$ cat src/rtl/swz_pkg.sv
package swz_pkg;
  localparam int LANES = 4;
  localparam int FLD   = 3;
  localparam int SELW  = LANES * FLD;
  localparam int LIDXW = $clog2(LANES);
  typedef logic [LIDXW-1:0] lidx_t;
endpackage

$ cat src/rtl/swz_decode.sv
module swz_decode
  import swz_pkg::*;
(
  input  logic [SELW-1:0] sel,
  input  logic [2:0]      dsub,
  input  logic [2:0]      ssub,
  output logic            trap,
  output logic [LANES-1:0] lane_en,
  output logic [LANES-1:0] lane_from_a,
  output lidx_t           lane_idx [LANES]
);
  logic             hi_bad;
  logic [LANES-1:0] lane_bad;

  always_comb begin
    hi_bad = 1'b0;
    for (int b = 0; b < SELW; b++) begin
      if (sel[b] && (b >= FLD * int'(dsub))) hi_bad = 1'b1;
    end
  end

  for (genvar i = 0; i < LANES; i++) begin : g_lane
    assign lane_en[i]     = (3'(i) < dsub);
    assign lane_idx[i]    = sel[FLD*i +: LIDXW];
    assign lane_from_a[i] = sel[FLD*i + LIDXW];
    assign lane_bad[i]    = lane_en[i] && ({1'b0, lane_idx[i]} >= ssub);
  end

  assign trap = hi_bad | (|lane_bad);
endmodule

$ cat src/rtl/swz_lane_mux.sv
module swz_lane_mux
  import swz_pkg::*;
#(
  parameter int DW = 16
) (
  input  logic [LANES*DW-1:0] a_lanes,
  input  logic [LANES*DW-1:0] b_lanes,
  input  logic [LANES-1:0]    lane_en,
  input  logic [LANES-1:0]    lane_from_a,
  input  lidx_t               lane_idx [LANES],
  output logic [LANES*DW-1:0] out_lanes
);
  logic [DW-1:0] a_arr [LANES];
  logic [DW-1:0] b_arr [LANES];

  for (genvar j = 0; j < LANES; j++) begin : g_unpack
    assign a_arr[j] = a_lanes[j*DW +: DW];
    assign b_arr[j] = b_lanes[j*DW +: DW];
  end

  for (genvar i = 0; i < LANES; i++) begin : g_out
    logic [DW-1:0] pick;
    assign pick = lane_from_a[i] ? a_arr[lane_idx[i]] : b_arr[lane_idx[i]];
    assign out_lanes[i*DW +: DW] = lane_en[i] ? pick : '0;
  end
endmodule

$ cat src/rtl/swz_ctrl.sv
module swz_ctrl #(
  parameter int VLW = 6
) (
  input  logic           clk,
  input  logic           rst_n,
  input  logic           start,
  input  logic [VLW-1:0] vl,
  input  logic [2:0]     dsub_in,
  input  logic [2:0]     ssub_in,
  input  logic           trap,
  input  logic           wr_ready,
  output logic           busy,
  output logic           done,
  output logic           illegal,
  output logic [VLW-1:0] fail_elem,
  output logic [VLW-1:0] vidx,
  output logic [2:0]     dsub_q,
  output logic [2:0]     ssub_q,
  output logic           wr_valid
);
  logic [VLW-1:0] vl_q;

  assign wr_valid = busy & ~trap;

  always_ff @(posedge clk or negedge rst_n) begin
    if (!rst_n) begin
      busy      <= 1'b0;
      done      <= 1'b0;
      illegal   <= 1'b0;
      fail_elem <= '0;
      vidx      <= '0;
      vl_q      <= '0;
      dsub_q    <= 3'd1;
      ssub_q    <= 3'd1;
    end else begin
      done <= 1'b0;
      if (!busy) begin
        if (start) begin
          illegal   <= 1'b0;
          fail_elem <= '0;
          vidx      <= '0;
          vl_q      <= vl;
          dsub_q    <= dsub_in;
          ssub_q    <= ssub_in;
          if (vl == '0) done <= 1'b1;
          else          busy <= 1'b1;
        end
      end else if (trap) begin
        busy      <= 1'b0;
        illegal   <= 1'b1;
        fail_elem <= vidx;
        done      <= 1'b1;
      end else if (wr_ready) begin
        if (vidx == vl_q - 1'b1) begin
          busy <= 1'b0;
          done <= 1'b1;
        end else begin
          vidx <= vidx + 1'b1;
        end
      end
    end
  end
endmodule

$ cat src/rtl/subvec_swizzle.sv
module subvec_swizzle
  import swz_pkg::*;
#(
  parameter  int DW  = 16,
  parameter  int VLW = 6,
  localparam int AW  = VLW + LIDXW
) (
  input  logic                clk,
  input  logic                rst_n,
  input  logic                start,
  input  logic [VLW-1:0]      vl,
  input  logic [2:0]          dest_sub,
  input  logic [2:0]          src_sub,
  output logic                busy,
  output logic                done,
  output logic                illegal,
  output logic [VLW-1:0]      fail_elem,
  output logic [VLW-1:0]      sel_addr,
  input  logic [SELW-1:0]     sel_data,
  output logic [AW-1:0]       src_addr,
  input  logic [LANES*DW-1:0] src_a_data,
  input  logic [LANES*DW-1:0] src_b_data,
  output logic                wr_valid,
  input  logic                wr_ready,
  output logic [AW-1:0]       wr_addr,
  output logic [LANES-1:0]    wr_mask,
  output logic [LANES*DW-1:0] wr_data
);
  logic [VLW-1:0]   vidx;
  logic [2:0]       dsub_q, ssub_q;
  logic             trap;
  logic [LANES-1:0] lane_en, lane_from_a;
  lidx_t            lane_idx [LANES];
  logic [AW-1:0]    vidx_w;

  swz_ctrl #(.VLW(VLW)) u_ctrl (
    .clk(clk), .rst_n(rst_n), .start(start), .vl(vl),
    .dsub_in(dest_sub), .ssub_in(src_sub), .trap(trap), .wr_ready(wr_ready),
    .busy(busy), .done(done), .illegal(illegal), .fail_elem(fail_elem),
    .vidx(vidx), .dsub_q(dsub_q), .ssub_q(ssub_q), .wr_valid(wr_valid)
  );

  swz_decode u_dec (
    .sel(sel_data), .dsub(dsub_q), .ssub(ssub_q), .trap(trap),
    .lane_en(lane_en), .lane_from_a(lane_from_a), .lane_idx(lane_idx)
  );

  swz_lane_mux #(.DW(DW)) u_mux (
    .a_lanes(src_a_data), .b_lanes(src_b_data), .lane_en(lane_en),
    .lane_from_a(lane_from_a), .lane_idx(lane_idx), .out_lanes(wr_data)
  );

  assign vidx_w   = AW'(vidx);
  assign sel_addr = vidx;
  assign src_addr = vidx_w * AW'(ssub_q);
  assign wr_addr  = vidx_w * AW'(dsub_q);
  assign wr_mask  = lane_en;
endmodule

$ cat config.mk
export PLATFORM = sky130hd
export DESIGN_NAME = subvec_swizzle
export DESIGN_NICKNAME = d
export VERILOG_FILES = /design/src/rtl/swz_pkg.sv /design/src/rtl/swz_decode.sv /design/src/rtl/swz_lane_mux.sv /design/src/rtl/swz_ctrl.sv /design/src/rtl/subvec_swizzle.sv
export SDC_FILE = /design/constraint.sdc
export NUM_CORES = 1
export LEC_CHECK = 0
export CORE_MARGIN = 2
export CORE_UTILIZATION = 35
export CTS_CLUSTER_DIAMETER = 100
export DETAILED_ROUTE_END_ITERATION = 12
export GPL_ROUTABILITY_DRIVEN = 0
export PLACE_DENSITY = 0.74
export SETUP_SLACK_MARGIN = 0.5
export SLEW_MARGIN = 10
export SYNTH_ARGS = -nofsm -noshare
export SYNTH_HDL_FRONTEND = slang
export SYNTH_SLANG_ARGS = --single-unit
$ cat constraint.sdc
create_clock -name clk -period 11.6 [get_ports clk]
set_clock_uncertainty 0.1 [all_clocks]
set_input_delay 3.48 -clock clk [delete_from_list [all_inputs] [get_ports clk]]
set_output_delay 3.48 -clock clk [all_outputs]
set_load 0.05 [all_outputs]
# == Word-level counts from Yosys, hierarchy flattened ==
# Cells that the tools add are included.
# totals
register_bits,27
word_cells,138
out_inout_bits,100
# op_classes
n_addsub,2
eq_ne,5
n_bitwise,8
muxes,66
magnitude_cmp,24
multipliers,3
reduce_logical,22
# ops
cell,count
two-way mux 16 bit,24
binary-select mux 16 bit (select 2 bit),8
">= comparator 4 x 32 -> 1 bit, first input constant",4
">= comparator 5 x 32 -> 1 bit, first input constant",4
">= comparator 3 x 32 -> 1 bit, first input constant",2
two-way mux 6 bit,7
">= comparator 2 x 32 -> 1 bit, first input constant",1
two-way mux 1 bit,27
logical AND 1 bit,16
multiplier 6 x 3 -> 8 bit,2
>= comparator 2 x 3 -> 1 bit,4
">= comparator 3 bit, second input constant",4
inverter 2 -> 3 bit,4
"adder 6 x 1 -> 6 bit, second input constant",1
equality test 6 bit,1
zero test 6 bit,1
"less-than comparator 1 x 3 -> 1 bit, first input constant",2
"less-than comparator 2 x 3 -> 1 bit, first input constant",2
"!= test 2 bit, second input constant",3
"subtractor 6 x 1 -> 6 bit, second input constant",1
">= comparator 1 x 5 -> 1 bit, first input constant",1
"multiplier 2 x 3 -> 5 bit, first input constant",1
AND reduction 2 bit,2
AND reduction 4 bit,1
other kinds (6),7

# == Logic depth before layout (Yosys ltp) ==
# logic_depth
word_depth,18
ltp_mapped,12

# == Modules after synthesis ==
# A second synthesis with hierarchy kept.
# unflattened
cells_unflattened,754
hier_area_um2,7347.0
# by_module_without_submodules
mod,n_inst,area_per_inst_um2,seq_area_each_um2,cells_per_inst
swz_lane_mux,1,4496.8,0.0,427
swz_ctrl,1,1441.4,678.2,147
subvec_swizzle,1,817.0,0.0,104
swz_decode,1,591.8,0.0,76

# == Worst setup path before layout ==
# OpenSTA, ideal clock, no wires.
# synth_path
path_kind,in2out
start,input port sel_data[9]
end,output port wr_valid
slack_ns,2.694
path_stages,9
arrival_time_ns,5.326
required_time_ns,8.020
path_cell_list,buf_2 buf_2 inv_1 ha_1 nand2b_1 a21oi_1 o22ai_4 o21ai_4 and3_2
# synth_via
elab_chain_cells,7
# synth_lines
item,line_no,rtl
start: declaration,subvec_swizzle.sv:19,"input logic [SELW-1:0] sel_data,"
branches (longest 4 deep; another with >= comparator 2 x 3 -> 1 bit),--,
OR 1 bit *,swz_decode.sv:29,assign trap = hi_bad | (|lane_bad);
inverter 1 bit *,swz_ctrl.sv:23,assign wr_valid = busy & ~trap;
bitwise AND 1 bit *,swz_ctrl.sv:23,
end: declaration,subvec_swizzle.sv:23,"output logic wr_valid,"
# Every way passes the cells marked *.

# == Worst setup path after layout ==
# layout_path
start,input port sel_data[7]
end,output port wr_valid
# layout_via
elab_chain_cells,9
# layout_lines
item,line_no,rtl
logical AND 1 bit,swz_decode.sv:18,if (sel[b] && (b >= FLD * int'(dsub))) hi_bad = 1'b1;
two-way mux 1 bit (5 in series),swz_decode.sv:18,
OR 1 bit *,swz_decode.sv:29,
inverter 1 bit *,swz_ctrl.sv:23,
bitwise AND 1 bit *,swz_ctrl.sv:23,
# Every way passes the cells marked *; elsewhere a longest branch is shown, timed or not.

==> results by group <==
Outcome
  – Status: finished clean

Placement
  – Port bufs: 255
  – Placed cell count: 1060
  – DP Area: 0.00925 mm2
  – Detailed Place HPWL: 17700 um

Clock tree
  – Sink Count: 27
  – Clk_lat worst skew: 260 ps
  – CTS Root Cell: clkbuf_16
  – CTS clock-pin slew for the worst setup and hold paths: 70 ps
  – # hold bufs at CTS: 0
  – CTS tree: yes
  – CTS resizes: 0
  – Setup bufs post-CTS: 0
  – H-tree Lvls: 1
  – Num CTS Buffers: 3
  – CTS max path bufs: 2

Worst setup path
  – Crit end category: primary output
  – Reg-to-Reg Start: u_ctrl.dsub_q[1]
  – Startpoint types: primary input
  – Reg2reg setup slack: 8220 ps
  – CP Class: in2out
  – R2r endpoint: u_ctrl.fail_elem[0]
  – Worst Path Arrival: 6200 ps
  – FF-to-FF path depth: 7
  – CP Data Required Time: 8020 ps
  – Worst-path maximum fanout: 34

Logic synthesis
  – Fraction of registers with async set/reset: 100%
  – Simple-gate share of the synthesized area: 11.4%
  – Synth Register Bits: 27
  – Main combinational cell family by area after synthesis: multiplexers
  – Adder-cell area share of the yosys netlist: 9.30%
  – Yosys synthesis warning count: 0
  – Synth area leaders: mux4_2, mux2i_1, dfrtp_1, ha_1, nor2_1
  – Register area share after synthesis: 10.2%
  – Synth Area in XOR/XNOR: 2.36%
  – Post-synth top area share: 43.2%
  – Multiplexer area fraction after synthesis: 54.7%
  – EDFF count, synth: 0
  – Synth Flop Type: dfrtp_1
  – Syn_nets: 816
  – Netlist cell types: 49
  – Cells after synthesis: 617
  – Mean Syn Cell Area: 10.8 um2
  – Cell Area, Synth: 0.00668 mm2
  – Synth Area in Compound Gates: 4.78%
  – Top cell type by total area after synthesis: mux4_2

Layout
  – Layout area overhead: 39.9%
  – Layout Nets: 1030
  – Core Util, Final: 49.9%
  – Fin cells: 1066
  – Layout cell share with drive strength beyond 1: 20.4%
  – Final Cell Area: 0.00934 mm2

Floorplanning
  – Initial Utilization: 35.7%
  – Full die area: 0.0202 mm2
  – Die W: 142 um
  – Row count: 50
  – Core area: 0.0187 mm2
  – Die height: 142 um
  – Num ports: 256

Timing
  – Final-report hold violation count: 0
  – FMAX: 102 MHz
  – Final min period: 9780 ps
  – # setup viols final: 0
  – Rel. slew slack: 36.7%
  – Fin Setup TNS: 0 ps
  – RSZ-0062 raised after global routing: no
  – Worst hold margin: 382 ps
  – Final worst-path cycle share: 84.3%
  – Slew Limit Fails: 0
  – Worst-margin pin slew: 949 ps

GRT
  – Initial antenna violation count: 2
  – Largest net degree at the start of global routing: 35
  – Overflow after GRT: 0
  – Vias in the first global route: 6471
  – Global-route wire length before repair: 35900 um
  – GRT Total Usage: 22.8%

Hold path
  – Worst Hold Endpoint: u_ctrl.illegal
  – Hold_sp: u_ctrl.illegal
  – Min-Delay Path Depth: 2
  – Worst Hold Class: reg2reg

Drt
  – WL final: 23000 um
  – # DRC: 0
  – Via density: 5.75
  – Initial DRC count: 319
  – Routed WL per cell: 21.5 um
  – Top sig layer: met4
  – Pre-Repair DR Iteration Count: 5
  – M1 wire length: 8720 um
  – Routed wl met3: 2000 um
  – Metal2 WL: 11700 um
  – DR vias: 6134
  – Final ANT Viol Nets: 0

Pwr
  – Cell area power density: 93.6 mW/mm2
  – Peak supply drop: 0.0682 mV
  – Leakage: 3.78 nW

Flow run
  – Number of maximum-capacitance violations: 0
[registers in the layout, summed over array words and instances, names as in the netlist]
name and cells:
u_ctrl.fail_elem 6, u_ctrl.vidx 6, u_ctrl.ssub_q 3, u_ctrl.busy 1
u_ctrl.done 1, u_ctrl.vl_q 6, u_ctrl.dsub_q 3, u_ctrl.illegal 1
[power breakdown]
part	internal [mW]	total (mW)	switching [mW]	leakage (nW)
clock network	0.0469	0.0804	0.0335	0.0371
logic	0.268	0.670	0.402	3.40
registers	0.107	0.124	0.0177	0.348
[cell type report]
type	instances	area, um2
timing repair buffer	267	2600
inverter	47	176
tap	234	293
clock buffer	3	75.1
clock inverter	1	7.51
antenna	2	5.00
fill	1712	9360
sequential	27	678
multi-input combinational	485	5500
[critical path: stages]
cell and delay, ps:
buf_2 690, ha_1 370, a21oi_1 220, o22ai_4 120
o21ai_4 280, and3_2 230, clkdlybuf4s50_1 800
[worst max path at each step]
stage                     start  endpoint  cells past startpoint
detailed placement  sel_data[7]  wr_valid                      7
global route        sel_data[7]  wr_valid                      7
CTS                 sel_data[7]  wr_valid                      7
floorplan           sel_data[9]  wr_valid                      9
finish              sel_data[7]  wr_valid                      7
global placement    sel_data[7]  wr_valid                      7
[logic make-up (layout without fill, tap and decap cells)]
| family | count (synthesis) | in the layout |
|---|---|---|
| muxes | 204 | 204 |
| buffers and inverters | 105 | 318 |
| DFF | 27 | 27 |
| AOI/OAI and AO/OA | 42 | 42 |
| adders and majority gates | 43 | 43 |
| and+or+nand+nor | 178 | 178 |
| other | 0 | 2 |
| xor gates and xnor gates | 18 | 18 |
[through the flow]
step                      setup slack [ps]  total power, mW
after floorplan                       2690            0.563
after global placement                1870            0.791
after detailed placement              1820            0.795
after CTS                             1820            0.877
after global routing                  1710            0.918
final                                 1820            0.875
[cell usage in the layout (no fill, tap or decap), drive strengths merged, types with 2 or more instances in the layout]
cell           synthesis  routed
o21bai                 2       2
a21oi                 14      14
dfrtp                 25      25
nor2b                  2       2
nor3                   5       5
and2                   3       3
diode                  0       2
o21ai                 10      10
a21o                   6       6
mux4                 128     128
clkbuf                22       3
nor4                   2       2
nor2                  83      83
fa                    11      11
clkdlybuf4s50          0     247
nand2                 65      65
nand3                  3       3
o31ai                  2       2
buf                   36      20
inv                   47      47
ha                    32      32
dfstp                  2       2
xor2                   3       3
xnor2                 15      15
o22ai                  2       2
mux2i                 75      75
and3                   2       2
nand2b                 5       5
nand4                  4       4
[synth_stat cells, types with 8 or more instances]
master	n
fa_1	11
o21ai_0	9
clkbuf_1	22
nor2_1	82
inv_1	45
mux4_2	128
xnor2_1	15
dfrtp_1	25
mux2i_1	75
ha_1	32
buf_6	8
a21oi_1	13
nand2_1	65
buf_2	19
[layer usage]
metal	global-route usage [%]	up-vias
met3	4.54	36
met5	0	-
li1	-	2763
met2	40.1	324
met1	28.6	3011
met4	6.26	0
Power figures use the tool's default switching activity.
